[src/rtl/vseq_pkg.sv]
package vseq_pkg;

    typedef enum logic [1:0] {
        END_COMPLETE = 2'd0,
        END_INHIBIT  = 2'd1,
        END_NULLIFY  = 2'd2,
        END_SUPPRESS = 2'd3
    } end_kind_e;

    typedef enum logic [1:0] {
        S_IDLE  = 2'd0,
        S_ISSUE = 2'd1,
        S_FINAL = 2'd2,
        S_TRAP  = 2'd3
    } seq_state_e;

    localparam logic [3:0] EXC_NONE    = 4'd0;
    localparam logic [3:0] EXC_FXOV    = 4'd1;
    localparam logic [3:0] EXC_EXPOV   = 4'd2;
    localparam logic [3:0] EXC_EXPUND  = 4'd3;
    localparam logic [3:0] EXC_SIGNIF  = 4'd4;
    localparam logic [3:0] EXC_FPDIV   = 4'd5;
    localparam logic [3:0] EXC_UNNORM  = 4'd6;
    localparam logic [3:0] EXC_ACC_NUL = 4'd7;
    localparam logic [3:0] EXC_ACC_SUP = 4'd8;

    localparam logic [7:0] TY_FXOV    = 8'h09;
    localparam logic [7:0] TY_EXPOV   = 8'h0C;
    localparam logic [7:0] TY_EXPUND  = 8'h0D;
    localparam logic [7:0] TY_SIGNIF  = 8'h0E;
    localparam logic [7:0] TY_FPDIV   = 8'h0F;
    localparam logic [7:0] TY_UNNORM  = 8'h1E;
    localparam logic [7:0] TY_ACC_NUL = 8'h11;
    localparam logic [7:0] TY_ACC_SUP = 8'h04;

endpackage

[src/rtl/vseq_classify.sv]
module vseq_classify
    import vseq_pkg::*;
(
    input  logic [3:0] exc,
    input  logic [2:0] pmask,
    output logic       take,
    output end_kind_e  kind,
    output logic       write_ok,
    output logic       arith,
    output logic [7:0] type_byte
);

    always_comb begin
        take      = 1'b0;
        kind      = END_COMPLETE;
        arith     = 1'b0;
        type_byte = 8'h00;
        case (exc)
            EXC_FXOV: begin
                take = pmask[0]; arith = 1'b1; type_byte = TY_FXOV;
            end
            EXC_EXPOV: begin
                take = 1'b1; arith = 1'b1; type_byte = TY_EXPOV;
            end
            EXC_EXPUND: begin
                take = pmask[1]; arith = 1'b1; type_byte = TY_EXPUND;
            end
            EXC_SIGNIF: begin
                take = pmask[2]; arith = 1'b1; type_byte = TY_SIGNIF;
            end
            EXC_FPDIV: begin
                take = 1'b1; arith = 1'b1; kind = END_INHIBIT; type_byte = TY_FPDIV;
            end
            EXC_UNNORM: begin
                take = 1'b1; arith = 1'b1; kind = END_INHIBIT; type_byte = TY_UNNORM;
            end
            EXC_ACC_NUL: begin
                take = 1'b1; kind = END_NULLIFY; type_byte = TY_ACC_NUL;
            end
            EXC_ACC_SUP: begin
                take = 1'b1; kind = END_SUPPRESS; type_byte = TY_ACC_SUP;
            end
            default: begin
                take = 1'b0;
            end
        endcase
        // masked or absent exceptions leave a clean element
        write_ok = !take || (kind == END_COMPLETE);
    end

endmodule

[src/rtl/vseq_code_pack.sv]
module vseq_code_pack (
    input  logic        take,
    input  logic        arith,
    input  logic        res_vec,
    input  logic        res_long,
    input  logic [3:0]  res_reg,
    input  logic [7:0]  type_byte,
    output logic [15:0] code
);

    logic [7:0] ext_byte;

    always_comb begin
        ext_byte = 8'h00;
        if (arith) begin
            ext_byte = {1'b1, res_vec, (res_long ? 2'b10 : 2'b01), res_reg};
        end
        code = take ? {ext_byte, type_byte} : 16'h0000;
    end


    always_comb begin
        if (take && arith) begin
            r10_ext_flag_chk: assert (code[15] && (code[13:12] != 2'b00));
        end
    end

endmodule

[src/rtl/vec_elem_seq.sv]
module vec_elem_seq
    import vseq_pkg::*;
#(
    parameter int IDX_W  = 7,
    parameter int ADDR_W = 32,
    parameter int LEN_W  = 3
) (
    input  logic              clk,
    input  logic              rst_n,
    input  logic              start,
    input  logic [IDX_W:0]    start_idx,
    input  logic [IDX_W:0]    vec_count,
    input  logic [IDX_W:0]    sect_size,
    input  logic [ADDR_W-1:0] inst_addr,
    input  logic [LEN_W-1:0]  inst_len,
    input  logic [2:0]        prog_mask,
    input  logic              res_vec,
    input  logic              res_long,
    input  logic [3:0]        res_reg,
    output logic              op_valid,
    output logic [IDX_W:0]    op_idx,
    input  logic              op_ready,
    input  logic [3:0]        op_exc,
    output logic              wr_en,
    output logic              done,
    output logic              intr,
    output logic [1:0]        end_kind,
    output logic [IDX_W:0]    save_idx,
    output logic [ADDR_W-1:0] next_ia,
    output logic [15:0]       int_code
);

    localparam int CNT_W = IDX_W + 1;

    seq_state_e        state_q, state_d;
    logic [CNT_W-1:0]  idx_q, lim_q, save_q;
    logic [ADDR_W-1:0] ia_q, nia_q;
    logic [LEN_W-1:0]  len_q;
    logic [2:0]        pm_q;
    logic              rv_q, rl_q;
    logic [3:0]        rr_q;
    logic [15:0]       code_q;
    end_kind_e         kind_q;

    logic [CNT_W-1:0]  start_lim;
    logic [CNT_W-1:0]  idx_inc;
    logic              fire;
    logic              last_elem;
    logic              cls_take, cls_write, cls_arith;
    end_kind_e         cls_kind;
    logic [7:0]        cls_type;
    logic [15:0]       cls_code;

    assign start_lim = (vec_count > sect_size) ? sect_size : vec_count;
    assign idx_inc   = idx_q + 1'b1;
    assign fire      = (state_q == S_ISSUE) && op_ready;
    assign last_elem = (idx_inc >= lim_q);

    vseq_classify u_cls (
        .exc       (op_exc),
        .pmask     (pm_q),
        .take      (cls_take),
        .kind      (cls_kind),
        .write_ok  (cls_write),
        .arith     (cls_arith),
        .type_byte (cls_type)
    );

    vseq_code_pack u_pack (
        .take      (cls_take),
        .arith     (cls_arith),
        .res_vec   (rv_q),
        .res_long  (rl_q),
        .res_reg   (rr_q),
        .type_byte (cls_type),
        .code      (cls_code)
    );

    // next-state selection
    always_comb begin
        state_d = state_q;
        unique case (state_q)
            S_IDLE: begin
                if (start) begin
                    state_d = (start_idx >= start_lim) ? S_FINAL : S_ISSUE;
                end
            end
            S_ISSUE: begin
                if (fire) begin
                    if (cls_take) begin
                        state_d = S_TRAP;
                    end else if (last_elem) begin
                        state_d = S_FINAL;
                    end
                end
            end
            S_FINAL: state_d = S_IDLE;
            S_TRAP:  state_d = S_IDLE;
        endcase
    end

    // state register
    always_ff @(posedge clk) begin
        if (!rst_n) begin
            state_q <= S_IDLE;
        end else begin
            state_q <= state_d;
        end
    end

    // operand parameters and ending fields
    always_ff @(posedge clk) begin
        if (!rst_n) begin
            idx_q  <= '0;
            lim_q  <= '0;
            ia_q   <= '0;
            len_q  <= '0;
            pm_q   <= '0;
            rv_q   <= 1'b0;
            rl_q   <= 1'b0;
            rr_q   <= '0;
            save_q <= '0;
            nia_q  <= '0;
            code_q <= '0;
            kind_q <= END_COMPLETE;
        end else begin
            unique case (state_q)
                S_IDLE: begin
                    if (start) begin
                        idx_q <= start_idx;
                        lim_q <= start_lim;
                        ia_q  <= inst_addr;
                        len_q <= inst_len;
                        pm_q  <= prog_mask;
                        rv_q  <= res_vec;
                        rl_q  <= res_long;
                        rr_q  <= res_reg;
                        if (start_idx >= start_lim) begin
                            save_q <= '0;
                            nia_q  <= inst_addr + ADDR_W'(inst_len);
                            code_q <= '0;
                            kind_q <= END_COMPLETE;
                        end
                    end
                end
                S_ISSUE: begin
                    if (fire) begin
                        if (cls_take) begin
                            kind_q <= cls_kind;
                            code_q <= cls_code;
                            save_q <= (cls_kind == END_COMPLETE || cls_kind == END_INHIBIT)
                                      ? idx_inc : idx_q;
                            nia_q  <= (cls_kind == END_SUPPRESS)
                                      ? ia_q + ADDR_W'(len_q) : ia_q;
                        end else if (last_elem) begin
                            save_q <= '0;
                            nia_q  <= ia_q + ADDR_W'(len_q);
                            code_q <= '0;
                            kind_q <= END_COMPLETE;
                        end else begin
                            idx_q <= idx_inc;
                        end
                    end
                end
                S_FINAL: ;
                S_TRAP:  ;
            endcase
        end
    end

    // outputs
    always_comb begin
        op_valid = (state_q == S_ISSUE);
        op_idx   = idx_q;
        wr_en    = fire && cls_write;
        done     = (state_q == S_FINAL);
        intr     = (state_q == S_TRAP);
        end_kind = kind_q;
        save_idx = save_q;
        next_ia  = nia_q;
        int_code = code_q;
    end


    op_hold_chk: assert property (@(posedge clk) disable iff (!rst_n)
        op_valid && !op_ready |=> op_valid && $stable(op_idx));


    op_step_chk: assert property (@(posedge clk) disable iff (!rst_n)
        op_valid && op_ready && !cls_take && !last_elem |=> op_valid && (op_idx == $past(op_idx) + 1'b1));


    empty_run_chk: assert property (@(posedge clk) disable iff (!rst_n)
        (state_q == S_IDLE) && start && (start_idx >= start_lim) |=> done && !op_valid);


    trap_after_fault_chk: assert property (@(posedge clk) disable iff (!rst_n)
        op_valid && op_ready && cls_take |=> intr && !op_valid);


    done_pulse_chk: assert property (@(posedge clk) disable iff (!rst_n)
        done |=> !done && !op_valid);


    end_exclusive_chk: assert property (@(posedge clk) disable iff (!rst_n)
        !(done && intr));


    inhibit_code_chk: assert property (@(posedge clk) disable iff (!rst_n)
        intr && (end_kind == 2'd1) |-> int_code[15]);

endmodule

[config.mk]
export PLATFORM = sky130hd
export DESIGN_NAME = vec_elem_seq
export DESIGN_NICKNAME = d
export VERILOG_FILES = /design/src/rtl/vseq_pkg.sv /design/src/rtl/vseq_classify.sv /design/src/rtl/vseq_code_pack.sv /design/src/rtl/vec_elem_seq.sv
export SDC_FILE = /design/constraint.sdc
export NUM_CORES = 1
export LEC_CHECK = 0
export ABC_AREA = 1
export CAP_MARGIN = 20
export CORE_MARGIN = 1
export CORE_UTILIZATION = 25
export DETAILED_ROUTE_END_ITERATION = 16
export GPL_TIMING_DRIVEN = 0
export MAX_ROUTING_LAYER = met4
export PLACE_DENSITY_LB_ADDON = 0.25
export SYNTH_ARGS = -nofsm -noshare
export SYNTH_HDL_FRONTEND = slang
export SYNTH_SLANG_ARGS = --single-unit
[constraint.sdc]
create_clock -name clk -period 3.5 [get_ports clk]
set_input_delay 0.7 -clock clk [delete_from_list [all_inputs] [get_ports clk]]
set_output_delay 0.7 -clock clk [all_outputs]
set_load 0.01 [all_outputs]
Word-level counts from Yosys, hierarchy flattened

Cells that the tools add are included.

Input bits: 76
Register bits: 120
Output and inout port bits: 70
Logic and storage cells: 98

Add/subtract/negate cells: 3
Equality and inequality tests: 19
Multiplexer cells: 44
Reduce and logical (&&, ||, !) cells: 16
$lt $le $gt $ge: 3

Operators by type and width:

| operator                                                         | number |
|---|---|
| 32-bit 2-to-1 mux                                                | 6 |
| 8-bit 2-to-1 mux                                                 | 12 |
| 16-bit 2-to-1 mux                                                | 5 |
| 32-bit by 3-bit adder with 32-bit output                         | 2 |
| 32-bit one-hot mux with 2 select lines                           | 1 |
| 5-bit one-hot mux with 8 select lines                            | 1 |
| 16-bit one-hot mux with 2 select lines                           | 1 |
| 8-bit one-hot mux with 2 select lines                            | 2 |
| 2-bit 2-to-1 mux                                                 | 11 |
| 4-bit by 3-bit == test with 1-bit output (second input constant) | 4 |
| 8-bit greater-or-equal comparator                                | 2 |
| 2-bit one-hot mux with 3 select lines                            | 2 |
| 5-bit AND reduction                                              | 2 |
| 8-bit by 1-bit adder with 8-bit output (second input constant)   | 1 |
| 4-bit by 2-bit == test with 1-bit output (second input constant) | 2 |
| 8-bit > comparator                                               | 1 |
| 2-bit inequality test (second input constant)                    | 4 |
| 2-bit == test (second input constant)                            | 3 |
| 6-bit OR reduction                                               | 1 |
| 5-bit OR reduction                                               | 1 |
| 2-bit by 1-bit == test with 1-bit output (second input constant) | 2 |
| 4-bit by 1-bit == test with 1-bit output (second input constant) | 1 |
| 4-bit == test (second input constant)                            | 1 |
| 2-bit zero test                                                  | 2 |
| 12 further kinds                                                 | 15 |

Longest topological paths before layout

Word-level depth: 9
Mapped depth: 23
Mapped depth without buffers: 21

Modules after synthesis

A second synthesis with hierarchy kept.

Cell total of the unflattened synthesis: 1385
Area total of the unflattened synthesis: 8165.3 um^2

By module, submodules not included:

| module         | area an instance (um^2) | cells each | sequential area each (um^2) | times used |
|---|---|---|---|---|
| vec_elem_seq   | 7807.5                  | 1309       | 2402.3                      | 1 |
| vseq_classify  | 222.7                   | 44         | 0.0                         | 1 |
| vseq_code_pack | 135.1                   | 32         | 0.0                         | 1 |

Worst setup path before layout

No wires, ideal clock.

Path type: in2reg
Start point: input sect_size[3]
End point: register nia_q[14] (netlist: next_ia[14])
Setup time: 110 ps
Arrival time: 3123 ps
Path buffers: 1
Slack: 267 ps
Stages: 19
Required time: 3390 ps
Cell sequence: inv_1 > ha_1 > nand2_1 > o21ai_0 > nand2_1 > o211ai_1 > nand2_1 > buf_2 > o21ai_0 > ha_1 > a21oi_1 > o21ai_0 > nand2_1 > nand4_1 > nand2_1 > nor2_8 > or2_2 > inv_1 > nor2_1

Word-level cells in the longest chain between the ends: 5

Ends and longest elaborated chain:

| item                                       | line                | RTL |
|---|---|---|
| from (decl)                                | vec_elem_seq.sv:13  | `input logic [IDX_W:0] sect_size,` |
| 8-bit > comparator                         | vec_elem_seq.sv:54  | `assign start_lim = (vec_count > sect_size) ? sect_size : vec_count;` |
| 8-bit 2-to-1 mux (*)                       | vec_elem_seq.sv:54  |  |
| 8-bit greater-or-equal comparator (*)      | vec_elem_seq.sv:138 | `if (start_idx >= start_lim) begin` |
| 2-bit inequality test (no source line) (*) | -                   |  |
| 5-bit AND reduction (no source line) (*)   | -                   |  |
| to (signal assigned)                       | vec_elem_seq.sv:140 | `nia_q <= inst_addr + ADDR_W'(inst_len);` |
| to (signal assigned)                       | vec_elem_seq.sv:153 | `nia_q <= (cls_kind == END_SUPPRESS)` |
| to (signal assigned)                       | vec_elem_seq.sv:157 | `nia_q <= ia_q + ADDR_W'(len_q);` |
| to (decl)                                  | vec_elem_seq.sv:37  | `logic [ADDR_W-1:0] ia_q, nia_q;` |

Mark *: on every way between the ends. The rest lies on a longest branch, timed or not.
A chain may end at the register's enable or synchronous reset.

Final worst setup path

Start point: input op_exc[1]
End point: output wr_en

Word-level cells in the longest chain between the ends: 6
Elaborated cells on any way between the ends: 16
Those cells by class: eq/ne: 8; mux: 2; reduce/logical: 6

Ends and longest elaborated chain:

| item                                                                                                  | line                | RTL |
|---|---|---|
| from (decl)                                                                                           | vec_elem_seq.sv:23  | `input logic [3:0] op_exc,` |
| 4-bit by 2-bit == test with 1-bit output, or another cell as far along                                | vseq_classify.sv:18 | `case (exc)` |
| 5-bit OR reduction (no source line) / 2-bit OR reduction (equally long branches)                      | -                   |  |
| 1-bit one-hot mux with 4 select lines / 2-bit one-hot mux with 3 select lines (equally long branches) | vseq_classify.sv:18 |  |
| 1-bit zero test / 2-bit zero test (equally long branches)                                             | vseq_classify.sv:48 | `write_ok = !take \|\| (kind == END_COMPLETE);` |
| 1-bit logical OR (*)                                                                                  | vseq_classify.sv:48 |  |
| 1-bit logical AND (*)                                                                                 | vec_elem_seq.sv:175 | `wr_en = fire && cls_write;` |
| to (decl)                                                                                             | vec_elem_seq.sv:24  | `output logic wr_en,` |

Marks and branches as above.

==> results.yml <==
outcome:
  status: "completed"
critical_path:
  rr_worst_depth: 14
  worstSetupPathType: "input port to output port"
  reg2reg_slack_ns: 0.36
  cp_max_fo: 4
  reg2reg_from: "op_idx[0]$_SDFFE_PN0P_"
  cp.required_ns: 2.80
  crit_start: "op_exc[1]"
  crit_path_start_kind: "input port"
  cp.arrival_ns: 2.67
  reg2reg_to: "next_ia[12]$_SDFFE_PN0P_"
  end_kind: "output port"
  endpoint: "wr_en"
grt:
  grt-ovfl-total: 0
  grt_pass1_wl_um: 46600
  grt_usage: 0.207
  grt_max_degree: 20
  antenna_found_initial: 0
  grt_pass1_vias: 8000
flow_run:
  maxCapViolations: 0
synthesis:
  yosys.area_share.simple: 0.327
  synth_top_area_frac: 0.309
  synth_top_cell_by_area: "dfxtp_1"
  yosysUniqueCellTypes: 49
  ys_seq_area_frac: 0.309
  synth_area_leaders: "dfxtp_1, nand2_1, inv_1"
  yosys_warnings: 0
  synth_area_um2: 7590
  synth.avg_cell_area_um2: 6.51
  synth_compound_gate_area_share: 0.173
  synth_seq_cells: 117
  synth_top_family_by_area: "simple AND/OR/NAND/NOR gates"
  synth_mux_area_frac: 0
  syn_inst: 1166
  synthXorXnorAreaFrac: 0.0231
  synthAdderAreaFrac: 0.0564
sta:
  fmaxAchievable_mhz: 296
  setup_violations: 0
  max_slew_margin: 0.437
  tightest_slew_ns: 0.844
  layout_min_cycle_time_ns: 3.37
  clock_skew_ns: 0.0124
  finalMaxSlewViolations: 0
  fin_hold_ws_ns: 0.460
  finalSetupTns_ns: 0
  hold_viol: 0
  post-route-period-util: 0.964
clock_network:
  clk_pin_slew_ns: 0.05
  clkLatencyLatePin_ns: 0.42
  cts_sinks: 117
  hold_buffers: 0
  cts-buffers-inserted: 17
  cts_tree: "built"
  cts_root_buf: "clkbuf_16"
  cts_buffer_depth: 2
  cts-htree-levels: 4
layout:
  layout-drive-gt1-share: 0.103
  antenna_cells: 0
  final_nets: 1451
  syn_to_final_growth_pct: 38.5
  final-instance-count-excl-fill: 1744
  fin_util: 0.354
route:
  drt_iter0_drc: 568
  vias: 8434
  vias_per_cell: 4.84
  routed_wl_um: 31400
  drc: 0
  avgRoutedWirePerCell_um: 18.0
  firstDrtPassIters: 7
  antenna_left: 0
pwr:
  fin_total_pwr_uw: 6180
  ir_drop_mv: 0.379
  p_leak_uw: 0.00452
  power_density_nw_per_um2: 588
place:
  placed_cells: 1700
  portBuffers: 142
  routabilityCongestion: 0.943
  hpwl_um: 24300
die:
  die_h_um: 176
  dieArea_um2: 31100
  rows: 63
  start_util: 0.255
  io_pins: 146
  die_x_um: 176
  core_um2: 29700
worst_hold_path:
  hold_path_class: "register to register"
sequential cells by signal (all words and copies together), names as in the netlist:
signal    count
end_kind      2
ia_q         32
int_code     13
len_q         3
lim_q         8
next_ia      32
op_idx        8
pm_q          3
rl_q          1
rr_q          4
rv_q          1
save_idx      8
state_q       2
cell families after synthesis:
| group | count (synthesis) |
|---|---|
| buffers and inverters | 203 |
| and+or+nand+nor | 546 |
| DFF | 117 |
| adders and majority gates | 33 |
| xor gates and xnor gates | 20 |
| other | 1 |
| AOI/OAI and AO/OA | 246 |
per-stage QoR:
step                setup WS (ns)  area (µm²)
floorplan                   0.267        7600
finish                      0.126       10500
CTS                      0.000905       10300
global placement           -0.806        9510
global route              -0.0430       10500
detailed placement         -0.835        9510
cells in the final DEF, fill, tap and decap left out, types with 4 or more instances in the layout:
master / netlist / layout
ha_1: 31 / 26
nand2_2: 3 / 10
xor2_1: 17 / 17
clkbuf_2: 0 / 4
nor3_1: 24 / 23
nand3b_1: 7 / 7
dfxtp_1: 117 / 117
clkdlybuf4s50_1: 0 / 125
a211oi_1: 10 / 10
nand3_1: 65 / 64
inv_1: 148 / 146
clkbuf_8: 0 / 4
a21oi_1: 102 / 99
ha_4: 0 / 4
o21ai_2: 1 / 7
nor2_4: 6 / 8
nand3_2: 4 / 5
buf_6: 8 / 9
nand2_1: 266 / 259
nand4_1: 26 / 26
buf_4: 6 / 10
o21ai_0: 98 / 89
o22ai_1: 8 / 8
nor2_1: 120 / 117
clkbuf_1: 25 / 27
dlymetal6s2s_1: 0 / 12
nor2_2: 9 / 10
inv_2: 8 / 10
clkbuf_16: 0 / 19
o21ai_1: 10 / 13
a21oi_2: 2 / 5
synth_stat cells (all sizes together):
library cell,count
clkinv,1
nand2,270
o21bai,2
nor4,2
nor3b,1
a31o,2
nand3b,7
nand3,71
nor2,136
a21oi,104
nand4,27
a21o,1
conb,1
xnor2,3
ha,31
a31oi,3
a211oi,10
buf,21
fa,2
and3,1
o211ai,3
inv,156
dfxtp,117
xor2,17
or2,2
clkbuf,25
o31ai,2
nor3,29
o21ai,109
o22ai,8
o311ai,1
o21a,1
critical path, cell delays in order:
cell and delay (ns):
clkdlybuf4s50_1 0.59, nor2_1 0.11, nand3_1 0.13, o21ai_0 0.20
nor3_2 0.33, clkdlybuf4s50_1 0.60
metal layers:
| metal | wire [µm] | GRT usage | vias up |
|---|---|---|---|
| met5 | 0 | - | - |
| met4 | 811 | 0.0696 | 0 |
| met3 | 1850 | 0.0345 | 42 |
| met2 | 14000 | 0.319 | 312 |
| met1 | 14700 | 0.272 | 3896 |
| li1 | - | - | 4184 |
area by class of cell:
cell class	count	area, µm²
Multi-Input combinational cell	849	4560
Buffer	45	285
Clock buffer	23	488
Inverter	157	589
Fill cell	3260	19200
Timing Repair Buffer	155	1630
Tap cell	390	488
Sequential cell	117	2340
Clock inverter	8	121
worst min-delay path by stage:
| stage | cells after the start | end | start | slack [ns] |
|---|---|---|---|---|
| after detailed placement | 2 | int_code[3]$_SDFFE_PN0P_ | int_code[3]$_SDFFE_PN0P_ | 0.45 |
| after floorplan | 2 | pm_q[1]$_SDFFE_PN0P_ | pm_q[1]$_SDFFE_PN0P_ | 0.43 |
| after global routing | 2 | next_ia[13]$_SDFFE_PN0P_ | next_ia[13]$_SDFFE_PN0P_ | 0.48 |
| final | 2 | int_code[15]$_SDFFE_PN0P_ | int_code[15]$_SDFFE_PN0P_ | 0.46 |
| after CTS | 2 | int_code[3]$_SDFFE_PN0P_ | int_code[3]$_SDFFE_PN0P_ | 0.46 |
| after global placement | 2 | int_code[8]$_SDFFE_PN0P_ | int_code[8]$_SDFFE_PN0P_ | 0.45 |
power by group:
| group | switching (µW) | total [µW] | internal, µW |
|---|---|---|---|
| registers | 224 | 1820 | 1590 |
| logic | 1480 | 2530 | 1050 |
| clock network | 644 | 1830 | 1190 |
timing repair:
action | CTS | global route
buffers inserted | 6 | 2
pin swaps | 8 | 18
resized for setup | 34 | 46
endpoints found under the setup margin | 56 | 57
cloned | 3 | 3
No activity file was read; power rests on OpenSTA's default activity.
